===== src/rtl/imr_pkg.sv =====
package imr_pkg;

   // Bus operation codes; the numeric values are part of the bus contract.
   typedef enum logic [2:0] {
      OP_RD  = 3'd0,
      OP_WR  = 3'd1,
      OP_SET = 3'd2,
      OP_CLR = 3'd3,
      OP_TST = 3'd4
   } imr_op_e;

   function automatic logic op_writes(input imr_op_e op);
      return (op == OP_WR) || (op == OP_SET) || (op == OP_CLR);
   endfunction

   function automatic logic op_reads(input imr_op_e op);
      return (op == OP_RD) || (op == OP_TST);
   endfunction

endpackage


===== src/rtl/imr_addr_dec.sv =====
module imr_addr_dec #(
   parameter int ADDR_W   = 12,
   parameter int BASE     = 'h100,
   parameter int NUM_REGS = 3,
   parameter int IDX_W    = 2
) (
   input  logic [ADDR_W-1:0] addr,
   output logic              hit,
   output logic [IDX_W-1:0]  idx
);

   logic [ADDR_W-1:0] off;

   assign off = addr - ADDR_W'(BASE);
   // Halfword registers: even offsets inside the window only.
   assign hit = (addr >= ADDR_W'(BASE)) && (off < ADDR_W'(2 * NUM_REGS)) && !addr[0];
   assign idx = off[IDX_W:1];

endmodule


===== src/rtl/imr_reg_slice.sv =====
module imr_reg_slice
   import imr_pkg::*;
#(
   parameter int               REG_W = 16,
   parameter logic [REG_W-1:0] FIXED = '0,
   localparam int              BIT_W = $clog2(REG_W),
   localparam int              BE_W  = REG_W / 8
) (
   input  logic             clk,
   input  logic             rst_n,
   input  logic             bus_we,
   input  imr_op_e          op,
   input  logic [BE_W-1:0]  be,
   input  logic [BIT_W-1:0] bit_sel,
   input  logic [REG_W-1:0] wdata,
   input  logic             ctl_we,
   input  logic [BIT_W-1:0] ctl_bit,
   input  logic             ctl_val,
   output logic [REG_W-1:0] q
);

   for (genvar b = 0; b < REG_W; b++) begin : g_bit
      if (FIXED[b]) begin : g_tie
         // No source owns this position: constant 1, no storage.
         logic unused_in;
         assign unused_in = ^{wdata[b], be[b/8], bit_sel, ctl_bit, ctl_val,
                              ctl_we, bus_we, op, clk, rst_n};
         assign q[b] = 1'b1;
      end else begin : g_ff
         logic lane_hit, pos_hit, own_ctl, nxt, bit_q;

         assign lane_hit = (op == OP_WR) && be[b/8];
         assign pos_hit  = ((op == OP_SET) || (op == OP_CLR)) && (bit_sel == BIT_W'(b));
         assign own_ctl  = ctl_we && (ctl_bit == BIT_W'(b));

         always_comb begin
            nxt = bit_q;
            if (bus_we && (lane_hit || pos_hit))
               nxt = (op == OP_WR) ? wdata[b] : (op == OP_SET);
            // Control-register path has the last word on its own bit.
            if (own_ctl)
               nxt = ctl_val;
         end

         always_ff @(posedge clk or negedge rst_n) begin
            if (!rst_n) bit_q <= 1'b1;
            else        bit_q <= nxt;
         end

         assign q[b] = bit_q;
      end
   end

endmodule


===== src/rtl/imr_irq_gate.sv =====
module imr_irq_gate #(
   parameter int NUM_SRC = 48
) (
   input  logic               clk,
   input  logic               rst_n,
   input  logic [NUM_SRC-1:0] pend,
   input  logic [NUM_SRC-1:0] mask,
   output logic [NUM_SRC-1:0] irq
);

   always_ff @(posedge clk or negedge rst_n) begin
      if (!rst_n) irq <= '0;
      else        irq <= pend & ~mask;
   end

endmodule


===== src/rtl/imr_bank.sv =====
module imr_bank
   import imr_pkg::*;
#(
   parameter int                        ADDR_W     = 12,
   parameter int                        BASE_OFS   = 'h100,
   parameter int                        NUM_REGS   = 3,
   parameter int                        REG_W      = 16,
   parameter logic [NUM_REGS*REG_W-1:0] FIXED_ONES = 48'hFFC0_0000_0000,
   localparam int                       NUM_SRC    = NUM_REGS * REG_W,
   localparam int                       BIT_W      = $clog2(REG_W),
   localparam int                       BE_W       = REG_W / 8,
   localparam int                       IDX_W      = (NUM_REGS > 1) ? $clog2(NUM_REGS) : 1,
   localparam int                       SRC_W      = IDX_W + BIT_W
) (
   input  logic               clk,
   input  logic               rst_n,
   input  logic               bus_valid,
   input  logic [2:0]         bus_op,
   input  logic [ADDR_W-1:0]  bus_addr,
   input  logic [BE_W-1:0]    bus_be,
   input  logic [BIT_W-1:0]   bus_bit,
   input  logic [REG_W-1:0]   bus_wdata,
   output logic [REG_W-1:0]   bus_rdata,
   output logic               bus_rvalid,
   input  logic               ctl_wr,
   input  logic [SRC_W-1:0]   ctl_src,
   input  logic               ctl_mask,
   output logic               ctl_rmask,
   input  logic [NUM_SRC-1:0] pend_i,
   output logic [NUM_SRC-1:0] mask_o,
   output logic [NUM_SRC-1:0] irq_o
);

   // Elaboration-time parameter checks
   if (REG_W < 8 || (REG_W % 8) != 0) begin : g_bad_width
      $error("imr_bank: REG_W must be a multiple of 8");
   end
   if ((BASE_OFS % 2) != 0) begin : g_bad_base
      $error("imr_bank: BASE_OFS must be halfword aligned");
   end
   if (BASE_OFS + 2 * NUM_REGS > (1 << ADDR_W)) begin : g_bad_span
      $error("imr_bank: register window exceeds address space");
   end

   imr_op_e             op;
   logic                sel_hit;
   logic [IDX_W-1:0]    sel_idx;
   logic [REG_W-1:0]    reg_q [NUM_REGS];
   logic [IDX_W-1:0]    ctl_reg;
   logic [BIT_W-1:0]    ctl_bit;

   assign op      = imr_op_e'(bus_op);
   assign ctl_reg = ctl_src[SRC_W-1:BIT_W];
   assign ctl_bit = ctl_src[BIT_W-1:0];

   imr_addr_dec #(
      .ADDR_W   (ADDR_W),
      .BASE     (BASE_OFS),
      .NUM_REGS (NUM_REGS),
      .IDX_W    (IDX_W)
   ) i_dec (
      .addr (bus_addr),
      .hit  (sel_hit),
      .idx  (sel_idx)
   );

   for (genvar r = 0; r < NUM_REGS; r++) begin : g_reg
      logic bus_we_r, ctl_we_r;

      assign bus_we_r = bus_valid && sel_hit && (sel_idx == IDX_W'(r)) && op_writes(op);
      assign ctl_we_r = ctl_wr && (ctl_reg == IDX_W'(r));

      imr_reg_slice #(
         .REG_W (REG_W),
         .FIXED (FIXED_ONES[r*REG_W +: REG_W])
      ) i_slice (
         .clk     (clk),
         .rst_n   (rst_n),
         .bus_we  (bus_we_r),
         .op      (op),
         .be      (bus_be),
         .bit_sel (bus_bit),
         .wdata   (bus_wdata),
         .ctl_we  (ctl_we_r),
         .ctl_bit (ctl_bit),
         .ctl_val (ctl_mask),
         .q       (reg_q[r])
      );

      assign mask_o[r*REG_W +: REG_W] = reg_q[r];
   end

   // Control-register view of the shared bit; beyond the bank reads as masked.
   assign ctl_rmask = (int'(ctl_src) < NUM_SRC) ? mask_o[ctl_src] : 1'b1;

   // Registered read path
   always_ff @(posedge clk or negedge rst_n) begin
      if (!rst_n) begin
         bus_rvalid <= 1'b0;
         bus_rdata  <= '0;
      end else begin
         bus_rvalid <= bus_valid && op_reads(op);
         if (bus_valid && op_reads(op)) begin
            if (!sel_hit)
               bus_rdata <= '1;
            else if (op == OP_RD)
               bus_rdata <= reg_q[sel_idx];
            else
               bus_rdata <= {{(REG_W-1){1'b0}}, reg_q[sel_idx][bus_bit]};
         end
      end
   end

   imr_irq_gate #(
      .NUM_SRC (NUM_SRC)
   ) i_gate (
      .clk   (clk),
      .rst_n (rst_n),
      .pend  (pend_i),
      .mask  (mask_o),
      .irq   (irq_o)
   );

endmodule


===== config.mk =====
export PLATFORM = sky130hd
export DESIGN_NAME = imr_bank
export DESIGN_NICKNAME = d
export VERILOG_FILES = /design/src/rtl/imr_pkg.sv /design/src/rtl/imr_addr_dec.sv /design/src/rtl/imr_reg_slice.sv /design/src/rtl/imr_irq_gate.sv /design/src/rtl/imr_bank.sv
export SDC_FILE = /design/constraint.sdc
export NUM_CORES = 1
export LEC_CHECK = 0
export BUFFER_PORTS_ARGS = -buffer_cell sky130_fd_sc_hd__clkbuf_2
export CELL_PAD_IN_SITES_DETAIL_PLACEMENT = 1
export CELL_PAD_IN_SITES_GLOBAL_PLACEMENT = 1
export CORE_AREA = 2 2 132 134
export CTS_CLUSTER_SIZE = 8
export DETAILED_ROUTE_END_ITERATION = 8
export DIE_AREA = 0 0 134 136
export MAX_ROUTING_LAYER = met4
export PLACE_DENSITY_LB_ADDON = 0.1
export SLEW_MARGIN = 20
export SYNTH_ARGS = -nofsm -noshare
export SYNTH_HDL_FRONTEND = slang
export SYNTH_HIERARCHICAL = 1
export SYNTH_SLANG_ARGS = --single-unit

===== constraint.sdc =====
create_clock -name clk -period 2.7 [get_ports clk]
set_input_delay 0.135 -clock clk [delete_from_list [all_inputs] [get_ports clk]]
set_output_delay 0.135 -clock clk [all_outputs]
set_load 0.02 [all_outputs]

==> metrics.txt <==
Antenna Diode Count 0; Final Max Tran Viols 0; FMAX 427.2 MHz; slowest stage cell on the critical path mux4_2; status complete, no violations; sequential area share after synthesis 37.70%; Worst EP required 2570 ps; Main synth FF type dfrtp_1; Placement Cell Area 0.007941 mm^2; total CTS buffers 9; Final Hold Fails 0; die height 136 um; GRT met1 Usage 37.01%; Final Setup Violations 0; Synth cell types 58; Crit Path Category register to output pin; Hold Path Depth 2; CP Cell Sequence mux4_2, mux4_2, o21ai_0, o21ai_1, clkbuf_2; RSZ-0062 raised after global routing false; chip width 134 um; hold crit path type input port to register; Post-synth EDFFs 0; GR Layer Usage met3 3.803%; Layout Cells excl Fill 1135; antenna violations before repair 0; Peak VDD IR 340.4 uV; max_slew headroom 39.73%; Die ar. 0.01822 mm^2; via count 6450; Power Density 577.5 mW/mm^2; Critical Path Start Type register; CTS root buf clkbuf_16; flops & latches, synth 103; global-route wire length before repair 39.01 mm; dpl cells 1082; post-layout minimum cycle time 2341 ps; Final period util 86.69%; clock latency on the worst-skew pair 360 ps; critical path arrival 2210 ps; most used cell, CP mux4_2; CTS tree built; # IOs 210; Synth Cell Area 0.006963 mm^2; Lkg Pwr 3.858 nW; Avg Vias per Cell 5.683; final WL 25.71 mm; GR Overflow Total 0; largest net degree at the start of global routing 49; actual slew at the worst max-slew pin 904.0 ps; Post-DRT Antenna Nets 0; setup bufs post-CTS 0; RePlAce Congestion 0.9082; cell area after layout 0.008646 mm^2; yosys warns 6; WL per Instance 22.65 um; Largest stage delay, worst path 520 ps; commonest non-fill, non-tap cell in the layout clkbuf_2; Iteration-0 DRC Markers 410; H-tree depth 3; Crit. End Element output pin; syn avg cell area 9.793 um^2; DR pass1 iterations 4; Cells after Synth 711; clock sinks 103; setup TNS 0 ps; final net count 1001; vias in the first global route 6554; Post-synth ARST share 100.0%; Starting Density 41.26%; met2 Track Usage GR 47.66%; Final Skew 7.445 ps; DP Wirelength 18.92 mm; core area 0.01688 mm^2; clock buffer depth 2; fin util 51.23%; Worst Reg-to-Reg Cells 5; number of I/O port buffers 199; site row count 48; Crit Path Max Fanout 5; most frequent cells in the layout clkbuf_2 (198), nand2_1 (78), dfrtp_1 (65); global routing's busiest layer met2; clock-pin slew on the worst setup and hold paths 80 ps; DRC Markers 0; max-cap violations 0; share of cells above drive strength 1 39.56%; area grow syn2layout 24.17%; Total GRT Usage 29.05%
-- cell usage after synthesis (3+ instances only) --
cell type  instances  area, um^2
nand2_1           78       292.8
dfrtp_1           65        1627
nor2_1            62       232.7
buf_4             54       405.4
a21oi_1           51       255.2
nor2b_4           49       674.4
a31oi_1           38       237.7
dfstp_2           38       998.5
a22oi_1           32       240.2
or3_1             32       200.2
clkbuf_1          25       93.84
mux2i_1           18       180.2
mux4_2            17       382.9
nand3_1           15       75.07
and3b_1           11       96.34
nor2b_1           10       62.56
buf_2              9       45.04
inv_1              7       26.28
nand2b_1           7       43.79
o2bb2ai_1          7       61.31
and3_1             5       31.28
nor3b_1            5       37.54
o211ai_1           5       37.54
o21ai_0            5       25.02
a211o_1            4       35.03
and4bb_1           4       50.05
nor4_1             4       25.02
buf_6              3       33.78
nand4_1            3       18.77
nor4bb_1           3       30.03
o21a_1             3       22.52
o221ai_1           3       26.28
o22ai_1            3       18.77
-- final cells by class --
| class | count | area, um^2 |
|---|---|---|
| Multi-Input combinational cell | 519 | 3780 |
| Timing Repair Buffer | 265 | 1599 |
| Tap cell | 225 | 281.5 |
| Clock inverter | 7 | 108.9 |
| Inverter | 7 | 26.28 |
| Fill cell | 1961 | 8230 |
| Sequential cell | 103 | 2625 |
| Clock buffer | 9 | 225.2 |
-- where the power goes --
part | total, mW | internal (mW) | switching [mW] | leakage [nW]
sequential | 2.17 | 1.82 | 0.345 | 1.15
combinational | 1.33 | 0.550 | 0.780 | 2.55
clock | 1.50 | 0.837 | 0.658 | 0.165
-- logic make-up (layout without fill, tap and decap cells) --
family / after synthesis / count (layout) / synth area share (%)
AND/OR/NAND/NOR: 311 / 311 / 30.17
multiplexers: 35 / 35 / 8.086
AO/OA/AOI/OAI: 163 / 163 / 15.31
flip-flops: 103 / 103 / 37.70
other: 1 / 10 / 0.05386
buffers and inverters: 98 / 288 / 8.679
-- routing by layer --
| layer | vias to the layer above | share of wire, % | wire length [um] |
|---|---|---|---|
| li1 | 2912 | - | - |
| met1 | 3275 | 42 | 10860 |
| met2 | 218 | 50 | 12830 |
| met3 | 45 | 5.1 | 1303 |
| met4 | 0 | 2.8 | 710 |
| met5 | - | 0 | 0 |
-- through the flow --
stage / hold WS [ps] / setup WS (ps) / power, mW
finish: 8.597 / 359.3 / 4.993
detailed placement: 133.8 / 68.89 / 3.471
floorplan: -160.6 / 230.6 / 2.976
global route: 1.869 / 191.8 / 5.189
CTS: 0.2115 / 342.3 / 5.009
global placement: 123.6 / 86.79 / 3.428
-- path summary, 6_finish.rpt --
path | start | endpoint | slack [ps]
min in group asynchronous | rst_n | i_gate/irq[1] | 270
setup / recovery | g_reg[1].i_slice/g_bit[13].g_ff.bit_q | ctl_rmask | 360
setup reg to reg | g_reg[0].i_slice/g_bit[9].g_ff.bit_q | bus_rdata[0] | 800
max in group asynchronous | rst_n | g_reg[1].i_slice/g_bit[3].g_ff.bit_q | 1650
hold reg to reg | bus_rdata[7] | bus_rdata[7] | 510
hold / removal | pend_i[34] | i_gate/irq[34] | 9
-- sequential cells by signal, summed over array words and instances (netlist names) --
| register | count |
|---|---|
| bus_rvalid | 1 |
| g.i_slice/g_bit.g_ff.bit_q | 38 |
| i_gate/irq | 48 |
| bus_rdata | 16 |
-- timing repair --
action	in CTS	in global routing
hold buffers	36	1
endpoints found under the setup margin	0	0
resized for setup	0	0
endpoints found under the hold margin	64	1
-- worst max-delay path: cells and delay by family, from the launching register on --
family	cells	cell delay, ps
flops	1	440
compound gates	2	250
buf+inv	1	160
mux	2	1000
No activity file was read; power rests on OpenSTA's default activity.
